==> src/rtl/uart_boot_loader.sv <==
module uart_boot_loader #(
  parameter int CLK_HZ      = 50_000_000,
  parameter int BAUD        = 115_200,
  parameter int IDLE_CYCLES = CLK_HZ / 2,
  parameter int AW          = 32
) (
  input  logic          clk,
  input  logic          rst,
  input  logic          rxd,
  output logic          mem_we,
  output logic [AW-1:0] mem_addr,
  output logic [31:0]   mem_wdata,
  output logic          frame_err,
  output logic          cpu_reset
);
  localparam int BIT  = CLK_HZ / BAUD;
  localparam int HALF = BIT / 2;
  localparam int CW   = $clog2(BIT + 1);
  localparam int IW   = $clog2(IDLE_CYCLES + 1);

  typedef enum logic [1:0] {S_IDLE, S_START, S_DATA, S_STOP} st_t;

  st_t           st;
  logic [1:0]    sync;
  logic [CW-1:0] cnt;
  logic [2:0]    bitn;
  logic [7:0]    sh;
  logic          byte_vld;
  logic [1:0]    nbytes;
  logic [23:0]   word;
  logic          got_data;
  logic [IW-1:0] idle_cnt;

  wire rx_s = sync[1];
  wire mid  = cnt == CW'(HALF - 1);
  wire last = cnt == CW'(BIT - 1);

  always_ff @(posedge clk or posedge rst) begin
    if (rst) begin
      sync      <= 2'b11;
      st        <= S_IDLE;
      cnt       <= '0;
      bitn      <= '0;
      sh        <= '0;
      byte_vld  <= 1'b0;
      frame_err <= 1'b0;
    end else begin
      sync      <= {sync[0], rxd};
      byte_vld  <= 1'b0;
      frame_err <= 1'b0;
      case (st)
        S_IDLE: begin
          cnt <= '0;
          if (!rx_s) st <= S_START;
        end
        S_START: begin
          if (mid) begin
            cnt  <= '0;
            bitn <= '0;
            st   <= rx_s ? S_IDLE : S_DATA;
          end else cnt <= cnt + CW'(1);
        end
        S_DATA: begin
          if (last) begin
            cnt  <= '0;
            sh   <= {rx_s, sh[7:1]};
            bitn <= bitn + 3'd1;
            if (bitn == 3'd7) st <= S_STOP;
          end else cnt <= cnt + CW'(1);
        end
        S_STOP: begin
          if (last) begin
            cnt <= '0;
            st  <= S_IDLE;
            if (rx_s) byte_vld  <= 1'b1;
            else      frame_err <= 1'b1;
          end else cnt <= cnt + CW'(1);
        end
        default: st <= S_IDLE;
      endcase
    end
  end

  always_ff @(posedge clk or posedge rst) begin
    if (rst) begin
      nbytes    <= '0;
      word      <= '0;
      mem_we    <= 1'b0;
      mem_wdata <= '0;
      mem_addr  <= '0;
    end else begin
      mem_we <= 1'b0;
      if (byte_vld && cpu_reset) begin
        nbytes <= nbytes + 2'd1;
        word   <= {word[15:0], sh};
        if (nbytes == 2'd3) begin
          mem_we    <= 1'b1;
          mem_wdata <= {word, sh};
        end
      end
      if (mem_we) mem_addr <= mem_addr + AW'(4);
    end
  end

  always_ff @(posedge clk or posedge rst) begin
    if (rst) begin
      got_data  <= 1'b0;
      idle_cnt  <= '0;
      cpu_reset <= 1'b1;
    end else if (byte_vld) begin
      got_data <= 1'b1;
      idle_cnt <= '0;
    end else if (got_data && cpu_reset) begin
      if (idle_cnt == IW'(IDLE_CYCLES - 1)) cpu_reset <= 1'b0;
      idle_cnt <= idle_cnt + IW'(1);
    end
  end

  assert_we_while_held_R9: assert property (@(posedge clk) disable iff (rst)
    mem_we |-> cpu_reset);
  assert_release_sticky_R9: assert property (@(posedge clk) disable iff (rst)
    !cpu_reset |=> !cpu_reset);
  assert_release_needs_data_R7: assert property (@(posedge clk) disable iff (rst)
    $fell(cpu_reset) |-> got_data);
  assert_we_single_R5: assert property (@(posedge clk) disable iff (rst)
    mem_we |=> !mem_we);
  assert_addr_step_R6: assert property (@(posedge clk) disable iff (rst)
    mem_we |=> mem_addr == $past(mem_addr) + AW'(4));
  assert_addr_hold_R6: assert property (@(posedge clk) disable iff (rst)
    !mem_we |=> $stable(mem_addr));
endmodule

==> config.mk <==
export PLATFORM = sky130hd
export DESIGN_NAME = uart_boot_loader
export DESIGN_NICKNAME = d
export VERILOG_FILES = /design/src/rtl/uart_boot_loader.sv
export SDC_FILE = /design/constraint.sdc
export NUM_CORES = 1
export LEC_CHECK = 0
export CAP_MARGIN = 15
export CELL_PAD_IN_SITES_DETAIL_PLACEMENT = 0
export CELL_PAD_IN_SITES_GLOBAL_PLACEMENT = 1
export CORE_MARGIN = 8
export CORE_UTILIZATION = 30
export DETAILED_ROUTE_END_ITERATION = 6
export DONT_BUFFER_PORTS = 1
export PLACE_DENSITY_LB_ADDON = 0.1
export SLEW_MARGIN = 20
export SYNTH_ARGS = -nofsm -noshare
export SYNTH_HDL_FRONTEND = slang
export SYNTH_SLANG_ARGS = --single-unit
==> constraint.sdc <==
create_clock -name clk -period 4.2 [get_ports clk]
set_input_delay 0.42 -clock clk [delete_from_list [all_inputs] [get_ports clk]]
set_output_delay 0.42 -clock clk [all_outputs]
set_load 0.01 [all_outputs]
==> metrics.md, run 1 <==
| Metric | Value |
|---|---|
| Final cell count without fillers | 774 |
| RSZ-0062 raised after global routing | no |
| Post-DRT Antenna Nets | 0 |
| H-tree depth | 4 |
| Vias in the first global route | 3869 |
| Finish-stage setup viols | 0 |
| Register area share after synthesis | 58.45% |
| Vias | 3665 |
| N_diodes | 0 |
| First-pass GRT wire length | 20.87 mm |
| Io pins | 70 |
| R2R depth | 4 |
| Ys Warns | 0 |
| Hold Path Class | in -> async |
| Routed wire length | 12.53 mm |
| Drt wl/cell | 16.19 microns |
| Root Driver | clkbuf_16 |
| Synth Register Bits | 142 |
| CP arrival | 2.44 ns |
| Cells after DPL | 741 |
| Endpoints failing hold | 0 |
| Fraction of layout cells with a size suffix above 1 | 23.02% |
| GRT overflow | 0 |
| Core ar. | 20100 sq um |
| RD Place Congestion | 0.7795 |
| Total negative slack | 0 ns |
| Crit Path Max Fanout | 19 |
| Crit path required time | 4.52 ns |
| CTS Buffer Depth | 2 |
| IO Port Bufs | 0 |
| Crit share post-route | 50.44% |
| Post-Synthesis Cells | 484 |
| DIE WIDTH | 158.4 microns |
| Reg clk slew, reported paths | 0.07 ns |
| Post-synth EDFFs | 0 |
| Largest net degree at the start of global routing | 143 |
| Ys flop type | dfrtp_1 |
| Outcome | complete, no violations |
| TritonCTS clock tree | built |
| Number of CTS-inserted buffers | 17 |
| Total internal power | 0.002281 W |
| Post-synth ARST share | 100.0% |
| Syn avg cell area | 12.57 sq um |
| Worst rel slew slack | 35.42% |
| Synth unique cells | 46 |
| Clock sinks | 142 |
| Switching share of power | 23.07% |
| Rows | 52 |
| Share of the synthesized area in the top cell type | 57.15% |
| Worst Setup Start Kind | flop |
| Post-synth top area cell | dfrtp_1 |
| Worst setup margin | 2.081 ns |
| Clock latency at the later pin of the worst-skew pair | 0.42 ns |
| Top post-synthesis cells by area | dfrtp_1, mux2_2, xnor2_1 |
| Worst reg2reg setup slack | 2.08 ns |
| Gate power share | 1.0% |
| Dpl hpwl | 8.232 mm |
| Reg power frac | 46.2% |
| Critical Path Sink Type | flop |
| FF-to-FF End | idle_cnt[19]$_DFFE_PP0P_ |
| Iter 0 DRT Violations | 209 |
| Pwr dens | 422.6 nW/um^2 |
| Min Tclk post-route | 2.119 ns |
| Tot GR Track Use | 10.68% |
| Pre-CTS WS | 2.075 ns |
| Initial Util | 30.27% |
| Layout net count | 502 |
| Layout area overhead | 15.30% |
| Max Fclk | 472.0 MHz |
| TritonRoute pass-1 iters | 4 |
| Post-Syn Area | 6086 sq um |
| Switching pwr | 0.0006842 W |
| Via density | 4.735 |
| Clk_skew | 0.01000 ns |
| Initial antenna violation count | 0 |
| Pleak | 3.246 nW |
| Clock network power share | 52.8% |
| Drt drc | 0 |
| Die ar. | 25100 sq um |
| Crit path kind | reg -> reg |
| Worst slew pin tran | 0.9688 ns |
| Max-cap viol count | 0 |
| Max-slew violations | 0 |
| Reg-to-Reg Start | cpu_reset$_DFFE_PP1P_ |
| Die H | 158.4 microns |
| Max VDD drop | 0.2384 mV |
==> logic make-up after synthesis <==
kind of cell / share of synthesized area, %
AND/OR/NAND/NOR: 14.56
flip-flops: 58.45
other: 0.06162
adder cells (fa/ha/maj): 1.645
multiplexers: 12.71
AO/OA/AOI/OAI: 4.112
buffers and inverters: 1.850
XOR/XNOR: 6.620
==> how the worst max path moves through the flow <==
stage | start | cells after the start | to
after global placement | mem_addr[2]$_DFFE_PP0P_ | 5 | mem_addr[28]$_DFFE_PP0P_
after CTS | cpu_reset$_DFFE_PP1P_ | 4 | idle_cnt[19]$_DFFE_PP0P_
final | cpu_reset$_DFFE_PP1P_ | 4 | idle_cnt[19]$_DFFE_PP0P_
after detailed placement | cpu_reset$_DFFE_PP1P_ | 4 | idle_cnt[19]$_DFFE_PP0P_
after global routing | mem_addr[5]$_DFFE_PP0P_ | 4 | mem_addr[31]$_DFFE_PP0P_
after floorplan | rst | 1 | async pin
==> per-layer routing <==
metal  global-route usage (%)  up-vias  part of all wire [%]
li1                         -     1756                     -
met1                    12.48     1838                    42
met3                    5.157        9                   9.3
met5                        0        -                     0
met2                    16.59       62                    48
met4                    4.221        0                   1.3
==> through the flow <==
stage	hold WS, ns	instance area (sq um)	util, %	total power (W)
2_1_floorplan	0.3452	6093	-	0.001418
3_3_place_gp	0.3472	6389	31.78	0.001428
3_5_place_dp	0.3491	6389	31.78	0.001429
4_1_cts	0.1360	7017	34.90	0.003024
5_1_grt	0.1839	7017	34.90	0.003078
6_report	0.09276	7017	34.90	0.002965
==> layout by cell type, fill, tap and decap left out, types with 2 or more instances in the layout <==
master / count
or2_2: 2
nor4b_1: 3
nor4_1: 4
bufinv_16: 2
nand4_1: 18
o2bb2ai_1: 3
and2_1: 2
and4b_1: 2
dfrtp_1: 139
inv_8: 6
nor2b_1: 2
nand3_1: 23
nor3_1: 5
ha_1: 8
nand3_2: 2
o31ai_1: 5
inv_6: 3
buf_4: 2
clkbuf_16: 17
o21ai_0: 9
inv_1: 7
a21oi_1: 17
nand4b_1: 2
or4_1: 5
and3_1: 11
dfstp_2: 3
xor2_1: 14
nor4_2: 2
mux2_2: 66
or3_1: 9
mux2i_1: 3
xnor2_1: 32
and4_1: 4
conb_1: 2
nand2_1: 28
nor2_1: 23
clkinvlp_4: 4
==> Yosys cell counts, types with 2 or more instances <==
cell / count
a21oi_1: 17
and2_1: 2
and3_1: 11
and4_1: 4
and4b_1: 2
buf_2: 6
buf_4: 3
clkbuf_1: 8
dfrtp_1: 139
dfstp_2: 3
ha_1: 8
inv_1: 8
mux2_2: 66
mux2i_1: 3
nand2_1: 28
nand3_1: 24
nand4_1: 18
nand4b_1: 2
nor2_1: 23
nor2b_1: 2
nor3_1: 5
nor4_1: 4
nor4_2: 2
nor4b_1: 3
o21ai_0: 9
o2bb2ai_1: 3
o31ai_1: 5
or2_2: 2
or3_1: 9
or4_1: 5
xnor2_1: 32
xor2_1: 14
==> registers in the layout (all words and copies together) (netlist names), named ones only <==
signal	flops
bitn	3
byte_vld	1
cnt	9
cpu_reset	1
frame_err	1
got_data	1
idle_cnt	25
mem_addr	30
mem_wdata	32
mem_we	1
nbytes	2
sh	8
st	1
sync	2
word	24
==> power by group through the flow <==
stage / clock [W] / sequential, W / combinational (W)
2_1_floorplan: 0 / 0.00140 / 0.0000226
3_3_place_gp: 0 / 0.00140 / 0.0000325
3_5_place_dp: 0 / 0.00140 / 0.0000329
4_1_cts: 0.00162 / 0.00137 / 0.0000336
5_1_grt: 0.00167 / 0.00137 / 0.0000376
6_report: 0.00156 / 0.00137 / 0.0000306
==> critical path: stages (launching register included) <==
cell and delay (ns):
dfstp_2 0.62, and2_1 0.36, nand4_4 0.29, or4_1 0.57, a21oi_1 0.17
==> final cells by class <==
class                   count  area (sq um)
clock buffers              17         425.4
clock inverters            15         192.7
fillers                  1994         13090
inverters                   8         33.78
multi-input cells         318          2425
flip-flops and latches    142          3557
well taps                 270         337.8
repair buffers              4         45.04
==> timing repair <==
action	in CTS	in global routing
resized for setup	0	0
endpoints found under the hold margin	1	0
setup buffers	0	0
hold buffers	1	0
Power figures use the tool's default switching activity.
==> run 2, diff against run 1 <==
==> constraint.sdc (replaced) <==
create_clock -name clk -period 2.16 [get_ports clk]
set_input_delay 0.216 -clock clk [delete_from_list [all_inputs] [get_ports clk]]
set_output_delay 0.216 -clock clk [all_outputs]
set_load 0.01 [all_outputs]
==> metrics.md, run 2 (synthesis results as in run 1) <==
| Metric | Value |
|---|---|
| Outcome | complete, no violations |
| Clk_skew | 0.009815 ns |
| Die H | 158.4 microns |
| Fraction of layout cells with a size suffix above 1 | 25.19% |
| Crit share post-route | 88.71% |
| Pwr dens | 797.8 nW/um^2 |
| TritonRoute pass-1 iters | 4 |
| H-tree depth | 4 |
| Min Tclk post-route | 1.916 ns |
| Total negative slack | 0 ns |
| Largest Register | mem_wdata |
| Vias | 3743 |
| Critical-path top delay cell | dfstp_2 |
| Largest regs | mem_wdata (32), mem_addr (30), idle_cnt (25) |
| DIE WIDTH | 158.4 microns |
| Filler cells | 1986 |
| Via density | 4.738 |
| Routed wire length | 12.68 mm |
| RD Place Congestion | 0.7450 |
| Worst slew pin tran | 0.5341 ns |
| Io pins | 70 |
| Core ar. | 20100 sq um |
| Crit path kind | reg -> reg |
| Hold Path Class | in -> async |
| Tot GR Track Use | 10.85% |
| Crit path cell chain | and2_1, nand4_4, or4_1, a21oi_1 |
| Post_cts resized | 0 |
| TritonCTS clock tree | built |
| Clock latency at the later pin of the worst-skew pair | 0.41 ns |
| Post-DRT Antenna Nets | 0 |
| Finish-stage setup viols | 0 |
| Max VDD drop | 0.4931 mV |
| Critical Path Sink Type | flop |
| Worst rel slew slack | 64.13% |
| Crit path required time | 2.50 ns |
| Critical Path Max Stage Delay | 0.63 ns |
| Most frequent cells in the layout | dfrtp_1, mux2_2, xnor2_1, nand2_1 |
| CTS Buffer Depth | 2 |
| Max Fclk | 521.9 MHz |
| Final instance area | 7164 sq um |
| Max-slew violations | 0 |
| Initial Util | 30.27% |
| Root Driver | clkbuf_16 |
| Endpoints failing hold | 0 |
| Rows | 52 |
| Largest net degree at the start of global routing | 46 |
| Hold_ws | 0.3089 ns |
| First-pass GRT wire length | 21.29 mm |
| Delay-heaviest family, CP | simple AND/OR/NAND/NOR gates |
| Number of CTS-inserted buffers | 17 |
| Reg clk slew, reported paths | 0.06 ns |
| Final Power | 0.005716 W |
| GRT overflow | 0 |
| Reg-to-Reg Start | cpu_reset$_DFFE_PP1P_ |
| R2R depth | 4 |
| RSZ-0062 raised after global routing | no |
| Die ar. | 25100 sq um |
| Clock sinks | 142 |
| CP arrival | 2.25 ns |
| Initial antenna violation count | 0 |
| Layout area overhead | 17.72% |
| Final cell count without fillers | 790 |
| Drt wl/cell | 16.05 microns |
| Drt drc | 0 |
| Vias in the first global route | 3874 |
| Crit Path Max Fanout | 19 |
| Max-cap viol count | 0 |
| IO Port Bufs | 0 |
| Post-Place Cell Area | 6539 sq um |
| Dpl hpwl | 8.629 mm |
| Largest register FFs | 32 |
| FF-to-FF End | idle_cnt[22]$_DFFE_PP0P_ |
| Cells after DPL | 756 |
| Pleak | 3.342 nW |
| Layout net count | 518 |
| Critical path buffer and inverter count | 0 |
| Worst reg2reg setup slack | 0.24 ns |
| Commonest non-fill, non-tap cell in the layout | dfrtp_1 |
| Worst Setup Start Kind | flop |
| N_diodes | 0 |
| Iter 0 DRT Violations | 197 |
==> run 2: cell count changes in the layout (fill, tap and decap cells not counted), sizes merged <==
cell	change
buf	+15
clkinv	+4
inv	-3
clkinvlp	-1
dlygate4sd3	+1
==> run 2: per-layer routing <==
metal  share of wire (%)  global-route usage (%)  up-vias  wire length (microns)
met2                  47                   17.02       68                   5956
met3                 8.0                   4.533       14                   1010
li1                    -                       -     1777                      -
met5                   0                       0        -                      0
met1                  44                   13.14     1884                   5564
met4                 1.2                   3.907        0                    152
==> run 2: worst reg2reg max path, stage by stage, from the launching register on <==
cell	delay [ns]
dfstp_2	0.63
and2_1	0.22
nand4_4	0.25
or4_1	0.59
a21oi_1	0.16
==> run 2: per-stage QoR <==
| step | utilization [%] | setup WS (ns) |
|---|---|---|
| floorplan | - | 0.1694 |
| global placement | 32.52 | 0.2697 |
| detailed placement | 32.52 | 0.2407 |
| CTS | 35.64 | 0.2303 |
| global route | 35.64 | 0.1004 |
| finish | 35.64 | 0.2439 |
==> run 2: how the worst max path moves through the flow <==
| stage | startpoint | to | cells after the start |
|---|---|---|---|
| 2_1_floorplan | rst | async pin | 1 |
| 3_3_place_gp | cpu_reset$_DFFE_PP1P_ | idle_cnt[20]$_DFFE_PP0P_ | 4 |
| 3_5_place_dp | cpu_reset$_DFFE_PP1P_ | idle_cnt[22]$_DFFE_PP0P_ | 4 |
| 4_1_cts | cpu_reset$_DFFE_PP1P_ | idle_cnt[22]$_DFFE_PP0P_ | 4 |
| 5_1_grt | mem_addr[11]$_DFFE_PP0P_ | mem_addr[26]$_DFFE_PP0P_ | 4 |
| 6_report | cpu_reset$_DFFE_PP1P_ | idle_cnt[22]$_DFFE_PP0P_ | 4 |
==> run 2: cell type report <==
class | instances | area (sq um) | share of cell area, %
multi-input cells | 318 | 2425 | 33.85
inverters | 8 | 33.78 | 0.4715
well taps | 270 | 337.8 | 4.715
clock buffers | 17 | 425.4 | 5.938
clock inverters | 15 | 180.2 | 2.515
repair buffers | 20 | 205.2 | 2.864
flip-flops and latches | 142 | 3557 | 49.65
==> run 2: power breakdown <==
group	internal, W	leakage (nW)	switching, W
Combinational	0.0000142	1.09	0.0000560
Clock	0.00175	0.293	0.00123
Sequential	0.00266	1.96	0.00000180
Total	0.00442	3.34	0.00129
==> run 2: repair_timing <==
action,in CTS,in global routing
hold buffers,2,0
hold endpoints to repair,15,0
buffers inserted,0,0
endpoints found under the setup margin,0,0
==> run 3, diff against run 2 <==
--- a/config.mk
+++ b/config.mk
@@ -5,11 +5,11 @@
 export SDC_FILE = /design/constraint.sdc
 export NUM_CORES = 1
 export LEC_CHECK = 0
-export CAP_MARGIN = 15
+export CAP_MARGIN = 25
 export CELL_PAD_IN_SITES_DETAIL_PLACEMENT = 0
 export CELL_PAD_IN_SITES_GLOBAL_PLACEMENT = 1
 export CORE_MARGIN = 8
-export CORE_UTILIZATION = 30
+export CORE_UTILIZATION = 51
 export DETAILED_ROUTE_END_ITERATION = 6
 export DONT_BUFFER_PORTS = 1
 export PLACE_DENSITY_LB_ADDON = 0.1
==> constraint.sdc (replaced) <==
create_clock -name clk -period 2.16 [get_ports clk]
set_input_delay 0.432 -clock clk [delete_from_list [all_inputs] [get_ports clk]]
set_output_delay 0.432 -clock clk [all_outputs]
set_load 0.01 [all_outputs]
==> metrics.md, run 3 (synthesis results as in run 1) <==
| Metric | Value |
|---|---|
| Outcome | complete, no violations |
| Max VDD drop | 0.4785 mV |
| FF-to-FF End | idle_cnt[17]$_DFFE_PP0P_ |
| Crit path kind | reg -> reg |
| Crit Path Max Fanout | 19 |
| Final cell count without fillers | 662 |
| Initial antenna violation count | 0 |
| Critical-path top delay cell | dfstp_2 |
| Reg clk slew, reported paths | 0.06 ns |
| Clk_skew | 0.005965 ns |
| Finish-stage setup viols | 0 |
| Hold Path Class | reg -> reg |
| Gate power share | 1.2% |
| N_diodes | 0 |
| Switching share of power | 19.44% |
| Pleak | 3.320 nW |
| Largest regs | mem_wdata (32), mem_addr (30), idle_cnt (25) |
| Max-slew violations | 0 |
| RD Place Congestion | 0.8152 |
| Worst rel slew slack | 60.72% |
| Worst setup startpoint | cpu_reset$_DFFE_PP1P_ |
| Largest Register | mem_wdata |
| Pre-CTS WS | 0.2682 ns |
| Rows | 40 |
| Routed wire length | 11.20 mm |
| RSZ-0062 raised after global routing | no |
| Max-cap viol count | 0 |
| Final Power | 0.005695 W |
| Most frequent cells in the layout | dfrtp_1, mux2_2, xnor2_1, nand2_1, nand3_1 |
| Largest net degree at the start of global routing | 50 |
| Worst reg2reg setup slack | 0.24 ns |
| Io pins | 70 |
| Hold_ws | 0.3564 ns |
| R2R depth | 4 |
| Crit path required time | 2.49 ns |
| Commonest non-fill, non-tap cell in the layout | dfrtp_1 |
| GRT overflow | 0 |
| Root Driver | clkbuf_16 |
| Critical Path Max Stage Delay | 0.61 ns |
| Vias | 3724 |
| Drt drc | 0 |
| Dpl hpwl | 7.644 mm |
| TritonRoute pass-1 iters | 6 |
| Largest register FFs | 32 |
| Vias in the first global route | 3652 |
| Total negative slack | 0 ns |
| Number of CTS-inserted buffers | 17 |
| Core ar. | 11810 sq um |
| Tot GR Track Use | 15.06% |
| Fraction of layout cells with a size suffix above 1 | 23.69% |
| Endpoints failing hold | 0 |
| Via density | 5.625 |
| Layout net count | 514 |
| Post-DRT Antenna Nets | 0 |
| CTS Buffer Depth | 2 |
| Reg power frac | 46.8% |
| Initial Util | 51.53% |
| Total internal power | 0.004588 W |
| Layout area overhead | 14.70% |
| Critical Path Sink Type | flop |
| Clock latency at the later pin of the worst-skew pair | 0.41 ns |
| H-tree depth | 4 |
| First-pass GRT wire length | 18.87 mm |
| Post_cts resized | 0 |
| Worst Setup Start Kind | flop |
| IO Port Bufs | 0 |
| Iter 0 DRT Violations | 208 |
| Reg-to-Reg Start | cpu_reset$_DFFE_PP1P_ |
| Clock network power share | 52.0% |
| Worst slew pin tran | 0.5879 ns |
| Clock sinks | 142 |
| Drt wl/cell | 16.91 microns |
| DIE WIDTH | 125.2 microns |
| CP Capture Point | idle_cnt[17]$_DFFE_PP0P_ |
| Cells after DPL | 629 |
| Switching pwr | 0.001107 W |
| Worst setup margin | 0.2359 ns |
| Max Fclk | 519.7 MHz |
| Die H | 125.2 microns |
| Crit share post-route | 89.08% |
| TritonCTS clock tree | built |
| Pwr dens | 815.8 nW/um^2 |
| Min Tclk post-route | 1.924 ns |
| Crit path cell chain | and2_1, nand4_4, or4_1, a21oi_1 |
| CP arrival | 2.25 ns |
| Die ar. | 15690 sq um |
-- run 3: changes by cell type in the layout (fill, tap and decap cells not counted), sizes merged --
cell,change
inv,-6
clkinvlp,-1
clkinv,-1
bufinv,+1
clkbuf,+6
buf,-4
-- run 3: through the flow --
step	area [sq um]	util (%)
after floorplan	6093	-
after global placement	6350	53.76
after detailed placement	6350	53.76
after CTS	6980	59.10
after global routing	6980	59.10
final	6980	59.10
-- run 3: how the worst min path moves through the flow --
stage                                 start           endpoint  slack [ns]  cells past startpoint
after CTS                 sync[0]$_DFF_PP1_  sync[1]$_DFF_PP1_        0.36                      0
final                     sync[0]$_DFF_PP1_  sync[1]$_DFF_PP1_        0.36                      0
after global placement    sync[0]$_DFF_PP1_  sync[1]$_DFF_PP1_        0.35                      0
after global routing      sync[0]$_DFF_PP1_  sync[1]$_DFF_PP1_        0.36                      0
after floorplan           sync[0]$_DFF_PP1_  sync[1]$_DFF_PP1_        0.35                      0
after detailed placement  sync[0]$_DFF_PP1_  sync[1]$_DFF_PP1_        0.35                      0
-- run 3: power groups by stage --
stage / combinational [W] / sequential, W / clock, W
after CTS: 0.0000723 / 0.00267 / 0.00302
after floorplan: 0.0000439 / 0.00271 / 0
after detailed placement: 0.0000689 / 0.00271 / 0
after global routing: 0.0000810 / 0.00267 / 0.00312
final: 0.0000685 / 0.00267 / 0.00296
after global placement: 0.0000685 / 0.00271 / 0
-- run 3: routing by layer --
metal  vias up  track usage [%]  share of wire [%]
met5         -                0                  0
met4         0            6.948                1.7
met3        15            6.672                7.6
met2        69            23.30                 47
met1      1867            17.71                 44
li1       1773                -                  -
-- run 3: area by class of cell --
cell class | instances | area [sq um]
Clock buffer | 23 | 478.0
Clock inverter | 8 | 132.6
Fill cell | 952 | 4831
Inverter | 8 | 33.78
Multi-Input combinational cell | 318 | 2420
Sequential cell | 142 | 3557
Tap cell | 147 | 183.9
Timing Repair Buffer | 16 | 175.2
-- run 3: critical path, delay by kind of cell (launching register included) --
kind	cells	cell delay [ns]
and+or+nand+nor	3	1.04
DFF	1	0.61
AOI/OAI and AO/OA	1	0.18
-- run 3: repair_timing --
item,4_1_cts,5_1_grt
setup buffers,0,0
setup endpoints to repair,0,0
endpoints found under the hold margin,19,0
hold buffers,2,0
